[src/rtl/pause_hold_timer.sv]
module pause_hold_timer #(
  parameter int DUR_W = 16
) (
  input  logic             clk,
  input  logic             rst_n,
  input  logic             full_duplex_i,
  input  logic             pause_det_i,
  input  logic [DUR_W-1:0] pause_dur_i,
  input  logic             tx_stopped_i,
  input  logic             slot_tick_i,
  input  logic             backoff_start_i,
  input  logic [DUR_W-1:0] backoff_slots_i,
  output logic             stop_req_o,
  output logic             gsc_irq_o,
  output logic             rx_pause_o,
  output logic             backoff_done_o
);

  typedef enum logic [1:0] {S_IDLE, S_WAIT, S_HOLD} st_t;

  st_t             st;
  logic [DUR_W-1:0] cnt, lim;
  logic             bo_busy, irq_q, done_q;

  wire             det      = full_duplex_i & pause_det_i;
  wire             bo_go    = ~full_duplex_i & backoff_start_i;
  wire [DUR_W-1:0] cnt_inc  = cnt + 1'b1;
  wire             hit      = slot_tick_i && (cnt_inc == lim);
  wire [DUR_W-1:0] next_lim = det ? pause_dur_i : lim;

  always_ff @(posedge clk) begin
    if (!rst_n) begin
      st      <= S_IDLE;
      cnt     <= '0;
      lim     <= '0;
      bo_busy <= 1'b0;
      irq_q   <= 1'b0;
      done_q  <= 1'b0;
    end else begin
      irq_q  <= 1'b0;
      done_q <= 1'b0;
      if (!full_duplex_i) begin
        st <= S_IDLE;
        if (bo_go) begin
          lim <= backoff_slots_i;
          cnt <= '0;
          if (backoff_slots_i == '0) begin
            done_q  <= 1'b1;
            bo_busy <= 1'b0;
          end else begin
            bo_busy <= 1'b1;
          end
        end else if (bo_busy && slot_tick_i) begin
          cnt <= cnt_inc;
          if (hit) begin
            bo_busy <= 1'b0;
            done_q  <= 1'b1;
          end
        end
      end else begin
        bo_busy <= 1'b0;
        case (st)
          S_IDLE: if (det) begin
            lim <= pause_dur_i;
            st  <= S_WAIT;
          end
          S_WAIT: if (tx_stopped_i) begin
            irq_q <= 1'b1;
            cnt   <= '0;
            lim   <= next_lim;
            st    <= (next_lim == '0) ? S_IDLE : S_HOLD;
          end else if (det) begin
            lim <= pause_dur_i;
          end
          S_HOLD: if (det) begin
            lim <= pause_dur_i;
            cnt <= '0;
            if (pause_dur_i == '0) st <= S_IDLE;
          end else if (slot_tick_i) begin
            cnt <= cnt_inc;
            if (hit) st <= S_IDLE;
          end
          default: st <= S_IDLE;
        endcase
      end
    end
  end

  assign rx_pause_o     = (st != S_IDLE);
  assign stop_req_o     = rx_pause_o | det;
  assign gsc_irq_o      = irq_q;
  assign backoff_done_o = done_q;

  assert_irq_single_R4: assert property (@(posedge clk) disable iff (!rst_n)
    gsc_irq_o |=> !gsc_irq_o);
  assert_irq_after_ack_R4: assert property (@(posedge clk) disable iff (!rst_n)
    gsc_irq_o |-> $past(tx_stopped_i));
  assert_wait_no_count_R5: assert property (@(posedge clk) disable iff (!rst_n)
    (st == S_WAIT && full_duplex_i && !tx_stopped_i) |=> (st == S_WAIT));
  assert_no_overrun_R6: assert property (@(posedge clk) disable iff (!rst_n)
    (st == S_HOLD) |-> (cnt < lim));
  assert_hold_kept_R6: assert property (@(posedge clk) disable iff (!rst_n)
    (st == S_HOLD && full_duplex_i && !pause_det_i && !slot_tick_i) |=> rx_pause_o);
  assert_bo_bound_R9: assert property (@(posedge clk) disable iff (!rst_n)
    bo_busy |-> (cnt < lim));
  assert_bo_halfdup_R10: assert property (@(posedge clk) disable iff (!rst_n)
    backoff_done_o |-> !$past(full_duplex_i));
  assert_halfdup_release_R11: assert property (@(posedge clk) disable iff (!rst_n)
    !full_duplex_i |=> !rx_pause_o);

endmodule

[config.mk]
export PLATFORM = sky130hd
export DESIGN_NAME = pause_hold_timer
export DESIGN_NICKNAME = d
export VERILOG_FILES = /design/src/rtl/pause_hold_timer.sv
export SDC_FILE = /design/constraint.sdc
export NUM_CORES = 1
export LEC_CHECK = 0
export ABC_AREA = 1
export BUFFER_PORTS_ARGS = -buffer_cell sky130_fd_sc_hd__buf_2
export CAP_MARGIN = 5
export CORE_UTILIZATION = 45
export CTS_BUF_LIST = sky130_fd_sc_hd__clkbuf_8
export DETAILED_ROUTE_END_ITERATION = 10
export GPL_TIMING_DRIVEN = 0
export HOLD_SLACK_MARGIN = 0.15
export PLACE_DENSITY = 0.69
export SLEW_MARGIN = 25
export SYNTH_ARGS = -nofsm -noshare
export SYNTH_HDL_FRONTEND = slang
export SYNTH_SLANG_ARGS = --single-unit
[constraint.sdc]
create_clock -name clk -period 5.2 [get_ports clk]
set_input_delay 0.78 -clock clk [delete_from_list [all_inputs] [get_ports clk]]
set_output_delay 0.78 -clock clk [all_outputs]
set_load 0.02 [all_outputs]
# Word level (Yosys, flattened, before mapping)
# Index checks and enable logic that the tools add are counted.
# totals
out_inout_bits	4
memories	0
ram_bits	0
word_cells	71
mem_bits_ro	0
latch_bits	0
in_bits	39
ff_bits	37
# op_classes
magnitude_cmp	0
bitwise_logic	5
add_sub_neg	1
eq_ne	12
n_div	0
n_shift	0
n_reduce_logical	19
mul	0
n_mux	28
# ops
op	n
16-bit two-way mux	10
16-bit zero test	3
16-bit case mux with 2 select lines	1
16-bit by 1-bit adder with 16-bit output, second input constant	1
16-bit == test	1
2-bit two-way mux	7
3-bit inequality test, second input constant	4
1-bit two-way mux	9
2-bit nonzero test	4
2-bit inequality test, second input constant	3
2-bit case mux with 3 select lines	1
2-bit AND reduction	3
5-bit AND reduction	1
4-bit inequality test, second input constant	1
4-bit AND reduction	1
3-bit by 1-bit inequality test with 1-bit output, second input constant	1
3-bit AND reduction	1
3-bit nonzero test	1
3-bit OR reduction	1
1-bit bitwise AND	2
2-bit by 1-bit == test with 1-bit output, second input constant	1
2-bit == test, second input constant	1
1-bit logical AND	2
2-bit zero test	1
other kinds (3)	4

# Longest topological paths before layout
# logic_depth
depth_word	7
depth_mapped	16
mapped_depth_nobuf	16

# Worst setup path before layout
# OpenSTA, ideal clock, no wires.
# synth_timing
kind	input port to output port
from	input port pause_det_i
to	output port stop_req_o
path_buffers	1
t_required_ps	4420
stages	3
path_slack_ps	3062
arrival_time_ps	1358
cell_sequence	nand2_1 > clkbuf_1 > nand2_1
# synth_between
elab_chain_len	2
# synth_rtl
item	line	rtl
start, declared	7	input logic pause_det_i,
1-bit bitwise AND	25	wire det = full_duplex_i & pause_det_i;
1-bit OR	90	assign stop_req_o = rx_pause_o | det;
end, declared	13	output logic stop_req_o,
# No other way between the ends.

# Worst setup path after layout
# layout_timing
from	input port full_duplex_i
to	output port stop_req_o
# layout_between
elab_chain_len	2
# layout_rtl
item	line	rtl
start, declared	6	input logic full_duplex_i,
1-bit bitwise AND	25	
1-bit OR	90	
# No other way between the ends.

==> metrics <==
Fin Setup TNS=0 ps; clock buffer depth=2; Rel. slew slack=0.585; Unique masters post-synth=33; CP cell instances=buf_2, nand2_1, clkbuf_1, nand2_1, buf_2; fmax=0.394 GHz; WL/cell=14.3 µm; clk_lat worst skew=280 ps; register share of total power=0.481; Hold Path Stages=2; syn_nets=479; worst ir drop on vdd=0.127 mV; CP required=4420 ps; Yosys reg bits=37; Gate Count Post-Synth=439; clock skew=8.57 ps; met3 routed WL=491 µm; I/O pins=43; most frequent cells in the layout=nand2_1, nand3_1, buf_2; Clock transition at path regs=80 ps; combinational power share=0.216; Core Area=5610 µm²; Seq/Total Area, Yosys=0.280; Lkg Pwr=1.33 nW; FF-to-FF Start=cnt[0]; RSZ-0062 raised after global routing=false; crit-path max FO=10; area added between synthesis and finish=14.1%; met2 routed WL=3750 µm; Sw Ratio=0.317; Cell Pwr Density=210 nW/µm²; CTS tree=done; R2R setup slack=2910 ps; Synth Flop Type=dfxtp_1; Diodes inserted=0; Metal-1 WL=3610 µm; # DRC=0; Hold Crit Class=flip-flop to flip-flop; Internal=0.434 mW; Clock Power Share=0.303; CTS Sinks=37; max-cap violations=0; Synth area leader=dfxtp_1; Final Wtd Congestion=0.889; pin count of the biggest net entering global routing=11; Post-synth EDFFs=0; period utilisation layout=0.488; fin crit period=2540 ps; first-pass GRT wire length=13200 µm; vias=3035; Avg Inst Size Synth=6.04 µm²; R2R depth=14; vias in the first global route=2752; Syn. warnings=0; Post-DRT Antenna Nets=0; die footprint=6200 µm²; DP Area=2950 µm²; post-route cell area=3020 µm²; largest cells by area after synthesis=dfxtp_1, nand2_1, nand3_1, a21oi_1, inv_1; synthesized area=2650 µm²; uppermost routed layer=met4; total CTS buffers=5; grt total ovfl=0; htree depth=2; dpl hpwl=6470 µm; GRT Total Usage=0.273; Rows=27; WL final=8010 µm; CTS root buf=clkbuf_8; top cell type's share of synthesized area=0.280; critical setup path kind=input port to output port; Buffers on Ports=42; Die W=78.7 µm; switching power=0.202 mW; Hold Startpoint=cnt[13]; fillers=614; CP max stage delay=380 ps; reg2reg end=st[0]; most common cell after layout, fill and taps aside=nand2_1; Crit path arrival time=1760 ps; fin. max-slew vios=0; total setup buffers inserted after CTS=0; Slowest cell on crit path=clkbuf_1; ys async rst share=0; Worst Tran Pin Value=616 ps; Initial Util=0.473; Hold EP=cnt[13]; Critical Path Sink Type=output port; Post-CTS Hold Buffers=0; post-CTS sizing=0; Final nets=528; drt first pass iters=4; setup violators final=0; crit path launch type=input port; Via density=5.43; Pwr Total=0.635 mW; Initial DRC Count=216; initial antenna violation count=0; die height=78.7 µm; outcome=finished, final reports clean; final hold viol count=0; share of cells above drive strength 1=0.164
## sequential cells by signal, summed over array words and instances, names as in the netlist
register,flops
backoff_done_o,1
cnt,16
bo_busy,1
st,2
gsc_irq_o,1
lim,16
## metrics by stage
stage	setup WS (ps)	hold slack [ps]	instances	util
floorplan	3060	471	439	-
global placement	2560	484	553	0.526
detailed placement	2580	489	553	0.526
CTS	2680	502	559	0.539
global route	2550	529	559	0.539
finish	2660	502	559	0.539
## power by group through the flow
stage | Sequential, mW | Clock, mW | Combinational, mW
finish | 0.306 | 0.193 | 0.137
global placement | 0.312 | 0 | 0.134
global route | 0.308 | 0.206 | 0.152
CTS | 0.305 | 0.193 | 0.135
floorplan | 0.309 | 0 | 0.0867
detailed placement | 0.312 | 0 | 0.135
## cell usage after synthesis (2+ instances only)
cell type  instances
a21oi_1           37
a221oi_1          11
buf_2              5
clkbuf_1           8
clkinv_1           3
dfxtp_1           37
inv_1             43
inv_2              4
nand2_1          133
nand2_2            2
nand3_1           49
nand3b_1           3
nand4_1           12
nor2_1            29
nor2_2             2
nor2_4             4
nor3_1             2
nor4_1             9
o211ai_1           2
o21ai_0           21
or2_2             11
## final cells by class
cell class / instances / area [µm²] / share of cell area
clock inverters: 1 / 5.00 / 0.00165
plain buffers: 14 / 58.8 / 0.0194
inverters: 50 / 188 / 0.0621
repair buffers: 42 / 210 / 0.0695
multi-input cells: 338 / 1660 / 0.550
clock buffers: 5 / 68.8 / 0.0228
flip-flops and latches: 37 / 741 / 0.245
well taps: 72 / 90.1 / 0.0298
## layer usage
metal | global-route usage | vias up
met3 | 0.0379 | 14
met5 | 0 | -
li1 | - | 1564
met1 | 0.349 | 1336
met4 | 0.0944 | 0
met2 | 0.467 | 121
## kinds of logic after synthesis
group	share of synthesized area
and+or+nand+nor	0.454
AOI/OAI and AO/OA	0.169
buffers and inverters	0.0930
DFF	0.280
adders and majority gates	0.00472
## critical path: cells and delay by family
kind,cells,cell delay (ps)
and+or+nand+nor,2,300
buffers and inverters,3,680
## worst max-delay path by stage
stage                        from    endpoint  slack [ps]  cells after the start
finish              full_duplex_i  stop_req_o        2660                      5
global route        full_duplex_i  stop_req_o        2550                      5
CTS                 full_duplex_i  stop_req_o        2680                      5
floorplan             pause_det_i  stop_req_o        3060                      3
global placement    full_duplex_i       st[1]        2560                     12
detailed placement  full_duplex_i       st[1]        2580                     11
Note: power is estimated with default switching activity, not from simulation.
